===== src/rtl/exc_vector_unit.sv =====
module exc_vector_unit #(
  parameter logic [31:0] BASE_VEC  = 32'h0000_0000,
  parameter logic [31:0] MSR_RESET = 32'h0000_0000,
  parameter int          RST_HOLD  = 16,
  parameter bit          HAS_DIV   = 1'b0,
  parameter bit          HAS_FPU   = 1'b1,
  parameter bit          HAS_MMU   = 1'b1
) (
  input  logic        clk,
  input  logic        rst_a,
  input  logic        rst_b,
  input  logic [13:0] exc_req,
  input  logic [31:0] ex_pc,
  input  logic        ex_dslot,
  input  logic        ex_imm,
  input  logic        ex_br_imm,
  input  logic        exc_ack,
  output logic        flush,
  output logic [31:0] fetch_addr,
  output logic        link_we,
  output logic [31:0] link_data,
  output logic        spr_init,
  output logic [31:0] msr_init,
  output logic        exc_busy,
  output logic [3:0]  esr_code,
  output logic        esr_dslot
);
  localparam int NSRC = 14;
  localparam int CW = $clog2(RST_HOLD + 1);
  localparam logic [CW-1:0] HOLD_MAX = CW'(RST_HOLD);
  localparam logic [NSRC-1:0] MMU_SET = 14'b00_0000_0011_0011;
  localparam logic [NSRC-1:0] EN_MASK = {{5{HAS_FPU}}, HAS_DIV, 2'b11,
                                         HAS_MMU, HAS_MMU, 2'b11, HAS_MMU, HAS_MMU};
  localparam logic [31:0] TRAP_VEC = BASE_VEC + 32'h20;

  logic [CW-1:0]   hold_cnt;
  logic [NSRC-1:0] req_v;
  logic [3:0]      win;
  logic            win_mmu;
  logic            rst_any, rst_take, hit;
  logic [31:0]     branch_ret, ret_addr;

  assign rst_any  = rst_a | rst_b;
  assign rst_take = rst_any && (hold_cnt >= HOLD_MAX - 1'b1);
  assign req_v    = exc_req & EN_MASK;
  assign hit      = (|req_v) && !exc_busy && !rst_take;
  assign msr_init = MSR_RESET;

  always_comb begin
    win = '0;
    win_mmu = 1'b0;
    for (int i = NSRC - 1; i >= 0; i--)
      if (req_v[i]) begin
        win = 4'(i);
        win_mmu = MMU_SET[i];
      end
  end

  assign branch_ret = ex_br_imm ? ex_pc - 32'd8 : ex_pc - 32'd4;
  assign ret_addr   = ex_dslot ? branch_ret :
                      win_mmu  ? (ex_imm ? ex_pc - 32'd4 : ex_pc) :
                                 ex_pc + 32'd4;

  always_ff @(posedge clk) begin
    if (!rst_any)              hold_cnt <= '0;
    else if (hold_cnt != HOLD_MAX) hold_cnt <= hold_cnt + 1'b1;

    flush    <= rst_take | hit;
    link_we  <= hit;
    spr_init <= rst_take;

    if (rst_take)  fetch_addr <= BASE_VEC;
    else if (hit)  fetch_addr <= TRAP_VEC;

    if (hit) link_data <= ret_addr;

    if (rst_take) begin
      exc_busy  <= 1'b0;
      esr_code  <= '0;
      esr_dslot <= 1'b0;
    end else if (hit) begin
      exc_busy  <= 1'b1;
      esr_code  <= win;
      esr_dslot <= ex_dslot;
    end else if (exc_ack) begin
      exc_busy  <= 1'b0;
    end
  end
endmodule



===== config.mk =====
export PLATFORM = sky130hd
export DESIGN_NAME = exc_vector_unit
export DESIGN_NICKNAME = d
export VERILOG_FILES = /design/src/rtl/exc_vector_unit.sv
export SDC_FILE = /design/constraint.sdc
export NUM_CORES = 1
export LEC_CHECK = 0
export BUFFER_PORTS_ARGS = -buffer_cell sky130_fd_sc_hd__buf_2
export CORE_ASPECT_RATIO = 1.75
export CORE_UTILIZATION = 40
export CTS_CLUSTER_SIZE = 12
export DETAILED_ROUTE_END_ITERATION = 10
export PLACE_DENSITY = 0.68
export SLEW_MARGIN = 20
export SYNTH_ARGS = -nofsm -noshare
export SYNTH_HDL_FRONTEND = slang
export SYNTH_SLANG_ARGS = --single-unit

===== constraint.sdc =====
create_clock -name clk -period 9.5 [get_ports clk]
set_input_delay 1.9 -clock clk [delete_from_list [all_inputs] [get_ports clk]]
set_output_delay 1.9 -clock clk [all_outputs]
set_load 0.01 [all_outputs]

# Yosys cells after proc, flatten, opt, wreduce, memory -nomap -nowiden
# Cells that the tools add are included.
# totals
regBits	47
latchBits	0
mem_bits_rw	0
mem_bits_ro	0
in_bits	53
output_inout_bits	105
elab_cells	49
n_memories	0
# op_classes
addsub	4
multipliers	0
n_div	0
n_lt_le_gt_ge	1
eq_ne	1
n_shift	0
n_mux	25
bitwise	2
reduce_logical	7
# ops
op	count
$mux 32	4
$mux 4	13
$add 32x3->32 const B	1
$sub 32x3->32 const B	1
$sub 32x4->32 const B	1
$reduce_or 13->1	1
$mux 1	8
$add 5x1->5 const B	1
$ge 5x4->1 const B	1
$ne 5x5->1 const B	1
$logic_and 1x1->1	3
$logic_not 1->1	2
$or 1x1->1	2
$reduce_bool 2->1	1

# Logic depth before layout (Yosys ltp)
# Gate-level depths: netlist of run 1.
# depth
depth_word	13
ltp_mapped	8
depth_no_buf	7

# Worst setup path after synthesis of run 1
# Ideal clock, no wire load.
# synth_path
path_kind	input to register
start	in ex_pc[4]
end	reg link_data[25], data pin
setup_ns	0.272
arrival_ns	3.986
required_time_ns	9.228
setup_slack_ns	5.242
path_stages	8
path_buffers	1
cell_sequence	clkbuf_1 > inv_1 > ha_1 > nor3b_2 > nand4_1 > or4_4 > a311o_1 > or4_1
# synth_via
elab_chain_cells	4
word_cells_on_any_way	7
cone_classes	3 x add/sub; 4 x mux
# synth_lines
element	line_no	text
start: declaration	13	input logic [31:0] ex_pc,
$sub 32x3->32	59, 61	
$mux 32 (2 in a row)	61	win_mmu ? (ex_imm ? ex_pc - 32'd4 : ex_pc) :
$mux 32 (*)	60	assign ret_addr = ex_dslot ? branch_ret :
via ret_addr[25]	41	logic [31:0] branch_ret, ret_addr;
end signal: assignment	75	if (hit) link_data <= ret_addr;
end: declaration	21	output logic [31:0] link_data,
# Mark *: on every way through the listed nets, which the timed path passes. The rest lies on a longest branch.
# A chain may end at the register's enable or synchronous reset.

# Final worst setup path of run 1
# layout_path
start	in ex_pc[3]
end	reg link_data[25], data pin
# The elaborated chain is that of the path after synthesis.

==> flow_metrics.tcl, run 1 <==
set metrics [dict create \
    status "finished, final reports clean" \
    synth_mux_area_share_pct 0.9969 \
    place_hpwl_mm 8.687 \
    drt_iter0_drc 236 \
    p_int_uw 538.4 \
    final_cell_mix "buf_2, conb_1, nor2_1, edfxtp_1, a21oi_1" \
    clkPwrFrac_pct 22.8 \
    cpLargestDelayFamily "simple AND/OR/NAND/NOR gates" \
    synth-edff-count 32 \
    max-vdd-ir-drop_v 0.00008053 \
    cts_max_path_buffers 2 \
    clock-skew-final_ns 0.003282 \
    place.gp.congestion 0.9377 \
    yosysSeqAreaShare_pct 31.40 \
    post_cts_resized 0 \
    ys_types 70 \
    fillers 982 \
    syn_inst 477 \
    cp.required_ns 9.53 \
    drive_above_1_share_pct 21.60 \
    first_global_vias 3404 \
    reg2reg_from "hold_cnt[0]$_SDFFE_PN0P_" \
    grt.total_usage_pct 21.06 \
    grt_pass1_wl_mm 17.16 \
    finalMaxSlewViolations 0 \
    htree_levels 2 \
    critical_path.slowest_cell "or4_1" \
    clkSlewWorstSetupHoldPaths_ns 0.07 \
    cp.depth 8 \
    synthSimpleGateAreaFrac_pct 24.77 \
    ctsHoldBuffers 0 \
    ys.flop_type "edfxtp_1" \
    grt-ovfl-total 0 \
    pwr-share-comb_pct 35.0 \
    seqPwrFrac_pct 42.2 \
    cp_num_buf_inv 2 \
    syn_to_final_growth_pct 11.00 \
    clock_latency_ns 0.29 \
    min_path_type "flip-flop to flip-flop" \
    slowest_delay_ns 0.52 \
    nets 611 \
    cp_max_fo 7 \
    io_pins 158 \
    power_uw 837.9 \
    synth-seq-cells 47 \
    max_cap_viol_count 0 \
    min_period_ns 4.227 \
    worstPathArrival_ns 4.26 \
    die_x_microns 77.75 \
    max-slew-margin-rel_pct 47.93 \
    vias 3714 \
    viasPerCell 5.494 \
    setup_viol 0 \
    powerDensity_nw_per_um2 188.0 \
    post-route-period-util_pct 44.50 \
    drt-total-wl_mm 11.07 \
    async_flop_share_pct 0 \
    ctsRootBufferMaster "clkbuf_16" \
    antennaDiodeCount 0 \
    fp.coreArea_sq_um 9789 \
    cts_buffers 5 \
    cts.sinks 47 \
    crit_type "input port to flip-flop" \
    num_rows 48 \
    die_y_microns 134.6 \
    cts_setup_buffers 0 \
    r2r-end "link_data[14]$_DFFE_PP_" \
    drc 0 \
    cp-endpoint "link_data[25]$_DFFE_PP_" \
    finalSetupTns_ns 0 \
    critical_path.cell_chain "buf_2, inv_1, ha_1, nor3b_2, nand4_1, or4_4, a311o_1, or4_1" \
    final_common_cell "buf_2" \
    fmax_ghz 0.2366 \
    reg2reg_slack_ns 7.02 \
    yosysWarnings 0 \
    hold_violations 0 \
    fp.dieArea_sq_um 10460 \
    rsz0062_at_grt "false" \
    wl_per_cell_microns 16.37 \
    portBuffers 93 \
    start_util_pct 41.03 \
    worst_pin_slew_ns 0.7759 \
    antenna_found_initial 0 \
    cts_tree "yes" \
    synthAdderAreaFrac_pct 2.492 \
    avgSynthCellArea_sq_um 8.420 \
    switchingPower_uw 299.5 \
    synth_area_sq_um 4016 \
    synth_top_family_by_area "simple AND/OR/NAND/NOR gates" \
    swShare_pct 35.74 \
    drtPass1Iterations 4 \
    synth_xor_area_share_pct 7.196 \
    worstSetupEndpointType "flip-flop" \
    ant_nets 0 \
    start_kind "input port" \
    synth-compound-area-share_pct 16.26 \
    holdWs_ns 0.4623 \
    startpoint "ex_pc[3]" \
    p_leak_uw 0.001775 \
    ff2ff_path_depth 7 \
    grt_start_max_net_pins 33 \
]
==> cells in the mapped netlist (8+ instances only) <==
master	n	share of area, %
a21oi_1	25	3.1
buf_4	65	12
clkbuf_1	19	1.8
dfxtp_1	15	7.5
edfxtp_1	32	24
ha_1	8	2.5
inv_1	17	1.6
nand2_1	14	1.3
nand3_1	20	2.5
nand4_1	16	2.5
nor2_1	46	4.3
nor3_1	21	2.6
nor4_1	17	2.6
o21ai_0	15	1.9
xnor2_1	24	5.2
xor2_1	9	2.0
==> registers in the layout (all words and copies together) (netlist names) <==
name,count
spr_init,1
exc_busy,1
link_data,32
flush,1
esr_code,4
link_we,1
fetch_addr,1
esr_dslot,1
hold_cnt,5
==> cell families after synthesis <==
logic type,Yosys count
buffers and inverters,109
adders and majority gates,8
other,1
DFF,47
AOI/OAI and AO/OA,97
muxes,4
xor gates and xnor gates,33
and+or+nand+nor,178
==> metrics by stage <==
step	setup slack, ns	cell area [sq um]	instances	utilization [%]
3_5_place_dp	4.989	4289	668	43.81
6_report	5.273	4458	676	45.54
3_3_place_gp	4.983	4289	668	43.81
2_1_floorplan	5.242	4249	539	-
4_1_cts	5.298	4454	676	45.50
5_1_grt	5.139	4458	676	45.54
==> per-layer routing <==
metal / global-route usage (%) / up-vias / share of wire [%]
met2: 38.64 / 191 / 52
met4: 15.30 / 0 / 6.1
met3: 1.892 / 43 / 5.4
li1: - / 1768 / -
met1: 22.03 / 1712 / 36
met5: 0 / - / 0
==> area by class of cell <==
class	count	area (sq um)	share of cell area, %
Clock buffer	6	150.1	3.368
Clock inverter	2	15.01	0.3368
Inverter	17	63.81	1.431
Multi-Input combinational cell	383	2323	52.12
Sequential cell	47	1261	28.29
Tap cell	125	156.4	3.508
Timing Repair Buffer	96	488.0	10.95
==> worst reg2reg max path, cell delays in order (launching register included) <==
cell and delay (ns):
dfxtp_1 0.36, ha_1 0.24, and3_1 0.20, ha_1 0.17, nor2_1 0.08, a21oi_1 0.23, nor2_2 0.46, buf_4 0.40
==> worst min-delay path by stage <==
stage                                          start                         end  depth (start not counted)
after floorplan           fetch_addr[5]$_SDFFE_PP0P_  fetch_addr[5]$_SDFFE_PP0P_                          2
after global placement    fetch_addr[5]$_SDFFE_PP0P_  fetch_addr[5]$_SDFFE_PP0P_                          2
after detailed placement  fetch_addr[5]$_SDFFE_PP0P_  fetch_addr[5]$_SDFFE_PP0P_                          2
after CTS                 fetch_addr[5]$_SDFFE_PP0P_  fetch_addr[5]$_SDFFE_PP0P_                          2
after global routing        esr_code[0]$_SDFFE_PP0P_    esr_code[0]$_SDFFE_PP0P_                          2
final                     fetch_addr[5]$_SDFFE_PP0P_  fetch_addr[5]$_SDFFE_PP0P_                          2
==> power by group through the flow <==
stage	Combinational (uW)	Sequential [uW]	Clock [uW]
after detailed placement	295	359	0
after global placement	287	354	0
after global routing	323	362	201
final	294	354	191
after CTS	295	354	195
after floorplan	155	398	0
Note: power is estimated with default switching activity, not from simulation.
==> inputs of run 2 (changes only) <==
==> constraint.sdc (replaced) <==
create_clock -name clk -period 4.4 [get_ports clk]
set_input_delay 0.88 -clock clk [delete_from_list [all_inputs] [get_ports clk]]
set_output_delay 0.88 -clock clk [all_outputs]
set_load 0.01 [all_outputs]
==> run 2 against run 1 <==
Against the previous run: flip-flop and latch count stayed put; final cell count is 0.44% higher; combinational power is 120% higher; first-iteration DRC count is 14% higher; sequential power is 120% higher; via count is 1.3% higher; count of clock-buffer cells in the layout stayed put; largest cell class unchanged; highest routed layer unchanged.
==> flow_metrics.tcl, run 2 (synthesized netlist as in run 1, its figures left out) <==
set metrics [dict create \
    ctsRootBufferMaster "clkbuf_16" \
    place_hpwl_mm 8.644 \
    drive_above_1_share_pct 21.66 \
    setup_viol 0 \
    ff2ff_path_depth 7 \
    start_kind "input port" \
    r2r-end "link_data[17]$_DFFE_PP_" \
    first_global_vias 3407 \
    hold_violations 0 \
    wl_per_cell_microns 16.37 \
    place_inst 671 \
    grt_pass1_wl_mm 16.86 \
    grt_start_max_net_pins 33 \
    status "finished, final reports clean" \
    regMostFlops "link_data" \
    max_cap_viol_count 0 \
    fp.coreArea_sq_um 9789 \
    reg2reg_slack_ns 1.91 \
    grt-ovfl-total 0 \
    drc 0 \
    reg2reg_from "hold_cnt[0]$_SDFFE_PN0P_" \
    drt-total-wl_mm 11.11 \
    drt_iter0_drc 269 \
    fmax_ghz 0.3142 \
    final_common_cell "buf_2" \
    place.gp.congestion 0.9130 \
    fin_util_pct 45.69 \
    die_y_microns 134.6 \
    num_rows 48 \
    p_leak_uw 0.001789 \
    whs_endpoint "fetch_addr[5]$_SDFFE_PP0P_" \
    grt.total_usage_pct 20.67 \
    min_period_ns 3.183 \
    power_uw 1811 \
    cts_buffers 5 \
    fillers 996 \
    clock_latency_ns 0.29 \
    powerDensity_nw_per_um2 404.8 \
    syn_to_final_growth_pct 11.37 \
    finalMaxSlewViolations 0 \
    cp.required_ns 4.43 \
    start_util_pct 41.03 \
    htree_levels 2 \
    final_cells 679 \
    antenna_found_initial 0 \
    max-vdd-ir-drop_v 0.0001845 \
    min_from "fetch_addr[5]$_SDFFE_PP0P_" \
    nets 614 \
    max-slew-margin-rel_pct 45.57 \
    post_cts_resized 0 \
    finalSetupTns_ns 0 \
    multi_input_area_sq_um 2316 \
    crit_type "input port to flip-flop" \
    clkSlewWorstSetupHoldPaths_ns 0.07 \
    die_x_microns 77.75 \
    vias 3763 \
    portBuffers 93 \
    whs_path_depth 2 \
    fp.dieArea_sq_um 10460 \
    worstPathArrival_ns 3.22 \
    post-route-period-util_pct 72.34 \
    clock-skew-final_ns 0.003469 \
    largest_reg_flops 32 \
    startpoint "ex_pc[3]" \
    cts.sinks 47 \
    cts_tree "yes" \
    seqCellArea_sq_um 1261 \
    worst_pin_slew_ns 0.8164 \
    cp_max_fo 7 \
    cts_max_path_buffers 2 \
    reg_top3 "link_data x32, hold_cnt x5, esr_code x4" \
    ctsHoldBuffers 0 \
    drtPass1Iterations 5 \
    antennaDiodeCount 0 \
    cts_setup_buffers 0 \
    final_cell_mix "buf_2, conb_1, nor2_1, edfxtp_1, a21oi_1" \
    min_path_type "flip-flop to flip-flop" \
    rsz0062_at_grt "false" \
    worstSetupEndpointType "flip-flop" \
    ant_nets 0 \
    io_pins 158 \
    viasPerCell 5.542 \
]
[run 2: cell types whose count changed in the layout (fill, tap and decap cells not counted)]
cell / before / now
buf_4: 3 / 6
o21ai_1: 1 / 2
o21ai_2: 1 / 0
a21boi_0: 1 / 2
a21boi_2: 1 / 0
[run 2: stage by stage]
stage / hold WS [ns] / setup slack [ns] / area (sq um)
6_report: 0.4454 / 1.217 / 4473
3_3_place_gp: 0.4400 / 0.9348 / 4308
3_5_place_dp: 0.4408 / 0.9116 / 4308
5_1_grt: 0.4826 / 1.085 / 4473
2_1_floorplan: 0.4696 / 1.162 / 4249
4_1_cts: 0.4498 / 1.234 / 4473
[run 2: layer usage]
| layer | up-vias | GRT usage [%] | part of all wire [%] |
|---|---|---|---|
| met4 | 0 | 14.78 | 5.4 |
| met3 | 37 | 2.230 | 6.4 |
| met1 | 1738 | 21.22 | 35 |
| met2 | 203 | 38.25 | 53 |
| met5 | - | 0 | 0 |
| li1 | 1785 | - | - |
[run 2: worst max-delay path, stage by stage]
cell	delay [ns]
buf_2	0.13
inv_1	0.14
ha_1	0.22
nor3b_2	0.39
nand4_1	0.14
or4_4	0.47
a311o_1	0.33
or4_1	0.51
[run 2: cell type report]
class                           instances  area share, %
Multi-Input combinational cell        383          51.78
Inverter                               17          1.427
Sequential cell                        47          28.20
Tap cell                              125          3.497
Clock buffer                            6          3.357
Clock inverter                          2         0.3357
Timing Repair Buffer                   99          11.41
[run 2: worst max-delay path by stage]
stage	end	slack, ns
after floorplan	link_data[25]$_DFFE_PP_	1.16
after CTS	link_data[25]$_DFFE_PP_	1.23
after detailed placement	link_data[25]$_DFFE_PP_	0.91
after global routing	link_data[25]$_DFFE_PP_	1.08
final	link_data[25]$_DFFE_PP_	1.22
after global placement	link_data[25]$_DFFE_PP_	0.93
[run 2: power breakdown]
| group | leakage [uW] | switching, uW | internal (uW) | total, uW |
|---|---|---|---|---|
| combinational | 0.00127 | 412 | 221 | 634 |
| sequential | 0.000435 | 67.2 | 695 | 762 |
| clock | 0.0000829 | 167 | 247 | 415 |
==> inputs of run 3 (changes only) <==
--- a/config.mk
+++ b/config.mk
@@ -10,7 +10,7 @@
 export CORE_UTILIZATION = 40
 export CTS_CLUSTER_SIZE = 12
 export DETAILED_ROUTE_END_ITERATION = 10
-export PLACE_DENSITY = 0.68
+export PLACE_DENSITY = 0.7
 export SLEW_MARGIN = 20
 export SYNTH_ARGS = -nofsm -noshare
 export SYNTH_HDL_FRONTEND = slang
==> constraint.sdc (replaced) <==
create_clock -name clk -period 2.85 [get_ports clk]
set_input_delay 0.57 -clock clk [delete_from_list [all_inputs] [get_ports clk]]
set_output_delay 0.57 -clock clk [all_outputs]
set_load 0.01 [all_outputs]
==> run 3 against run 2 <==
Against the previous run: total power increased by 58%; via count increased by 6.4%; sequential share of layout area decreased by 2.1 points; critical path depth unchanged; global-route usage increased by 1.3 points; flip-flop and latch count unchanged; clock skew about the same; cell area increased by 7.9%; worst hold slack improved by 0.0030 ns; first-iteration DRC count increased by 52%; highest routed layer unchanged.
==> flow_metrics.tcl, run 3 (synthesized netlist as in run 1, its figures left out) <==
set metrics [dict create \
    critical_path.cell_chain "buf_2, inv_1, ha_1, nor3b_4, nand4_1, or4_4, a311o_1, or4_1" \
    grt-ovfl-total 0 \
    slowest_delay_ns 0.52 \
    fin_util_pct 49.30 \
    portBuffers 93 \
    num_rows 48 \
    die_y_microns 134.6 \
    cts_setup_buffers 0 \
    vias 4003 \
    antenna_found_initial 0 \
    finalMaxSlewViolations 0 \
    fp.dieArea_sq_um 10460 \
    p_leak_uw 0.002005 \
    cts.sinks 47 \
    max-vdd-ir-drop_v 0.0003180 \
    ctsHoldBuffers 0 \
    cts_buffers 5 \
    stdcell_area_sq_um 4826 \
    worstSetupEndpointType "flip-flop" \
    ant_nets 0 \
    syn_to_final_growth_pct 20.16 \
    crit_type "input port to flip-flop" \
    start_util_pct 41.03 \
    setup_viol 0 \
    place_hpwl_mm 9.185 \
    viasPerCell 5.544 \
    ff2ff_path_depth 7 \
    powerDensity_nw_per_um2 593.2 \
    min_path_type "input port to flip-flop" \
    antennaDiodeCount 0 \
    fillers 980 \
    largest_reg_flops 32 \
    critical_path.slowest_cell "or4_1" \
    drive_above_1_share_pct 27.47 \
    clkSlewWorstSetupHoldPaths_ns 0.06 \
    start_kind "input port" \
    place_ws_ns -0.09361 \
    place.gp.congestion 0.9345 \
    grt.total_usage_pct 21.98 \
    max-slew-margin-rel_pct 46.19 \
    setup_ws_ns 0.1960 \
    wl_per_cell_microns 16.24 \
    drt-total-wl_mm 11.72 \
    hold_violations 0 \
    die_x_microns 77.75 \
    htree_levels 2 \
    clock-skew-final_ns 0.003021 \
    post_cts_resized 0 \
    max_cap_viol_count 0 \
    fp.coreArea_sq_um 9789 \
    final_common_cell "buf_2" \
    min_period_ns 2.654 \
    drc 0 \
    rsz0062_at_grt "false" \
    cp_max_fo 4 \
    io_pins 158 \
    drtPass1Iterations 5 \
    grt_pass1_wl_mm 17.95 \
    nets 657 \
    regMostFlops "link_data" \
    holdWs_ns 0.4483 \
    reg_top3 "link_data x32, hold_cnt x5, esr_code x4" \
    fmax_ghz 0.3768 \
    worstPathArrival_ns 2.69 \
    cp.required_ns 2.88 \
    ctsRootBufferMaster "clkbuf_16" \
    worst_pin_slew_ns 0.8071 \
    post_dp_cell_area_sq_um 4662 \
    final_cell_mix "buf_2, conb_1, buf_4, nor2_1, edfxtp_1" \
    grt_start_max_net_pins 28 \
    place_inst 714 \
    cts_tree "yes" \
    cts_max_path_buffers 2 \
    drt_iter0_drc 408 \
    status "finished, final reports clean" \
    first_global_vias 3587 \
    clock_latency_ns 0.29 \
    final_cells 722 \
    post-route-period-util_pct 93.12 \
    whs_path_depth 1 \
]
## run 3: worst paths after layout
kind	from	to	slack, ns
max	ex_pc[3]	link_data[25]$_DFFE_PP_	0.20
max reg2reg	hold_cnt[0]$_SDFFE_PN0P_	link_data[22]$_DFFE_PP_	0.52
min reg2reg	fetch_addr[5]$_SDFFE_PP0P_	fetch_addr[5]$_SDFFE_PP0P_	0.46
min	ex_pc[1]	link_data[1]$_DFFE_PP_	0.45
## run 3: power breakdown
part	switching (uW)	internal, uW
clock network	259	378
registers	99.6	1070
logic	656	398
## run 3: per-layer routing
metal	global-route usage [%]	routed length, microns
met4	13.31	517
met5	0	0
met1	23.53	4179
met3	2.095	815
met2	40.86	6211
## run 3: cell type report
cell class	instances	area [sq um]	area share, %
Multi-Input combinational cell	383	2322	48.12
Sequential cell	47	1261	26.13
Clock buffer	6	150.1	3.111
Timing Repair Buffer	142	858.3	17.79
Tap cell	125	156.4	3.241
Inverter	17	63.81	1.322
Clock inverter	2	13.76	0.2852
## run 3: critical path, delay by kind of cell
| family | cells | cell delay, ns |
|---|---|---|
| AOI/OAI and AO/OA | 1 | 0.33 |
| adders and majority gates | 1 | 0.20 |
| buffers and inverters | 2 | 0.18 |
| and+or+nand+nor | 4 | 1.40 |
## run 3: metrics by stage
| stage | total power, uW | TNS, ns |
|---|---|---|
| after detailed placement | 2244 | -0.09361 |
| after global placement | 2205 | -0.03598 |
| final | 2863 | 0 |
| after global routing | 3018 | 0 |
| after floorplan | 1843 | 0 |
| after CTS | 2883 | 0 |
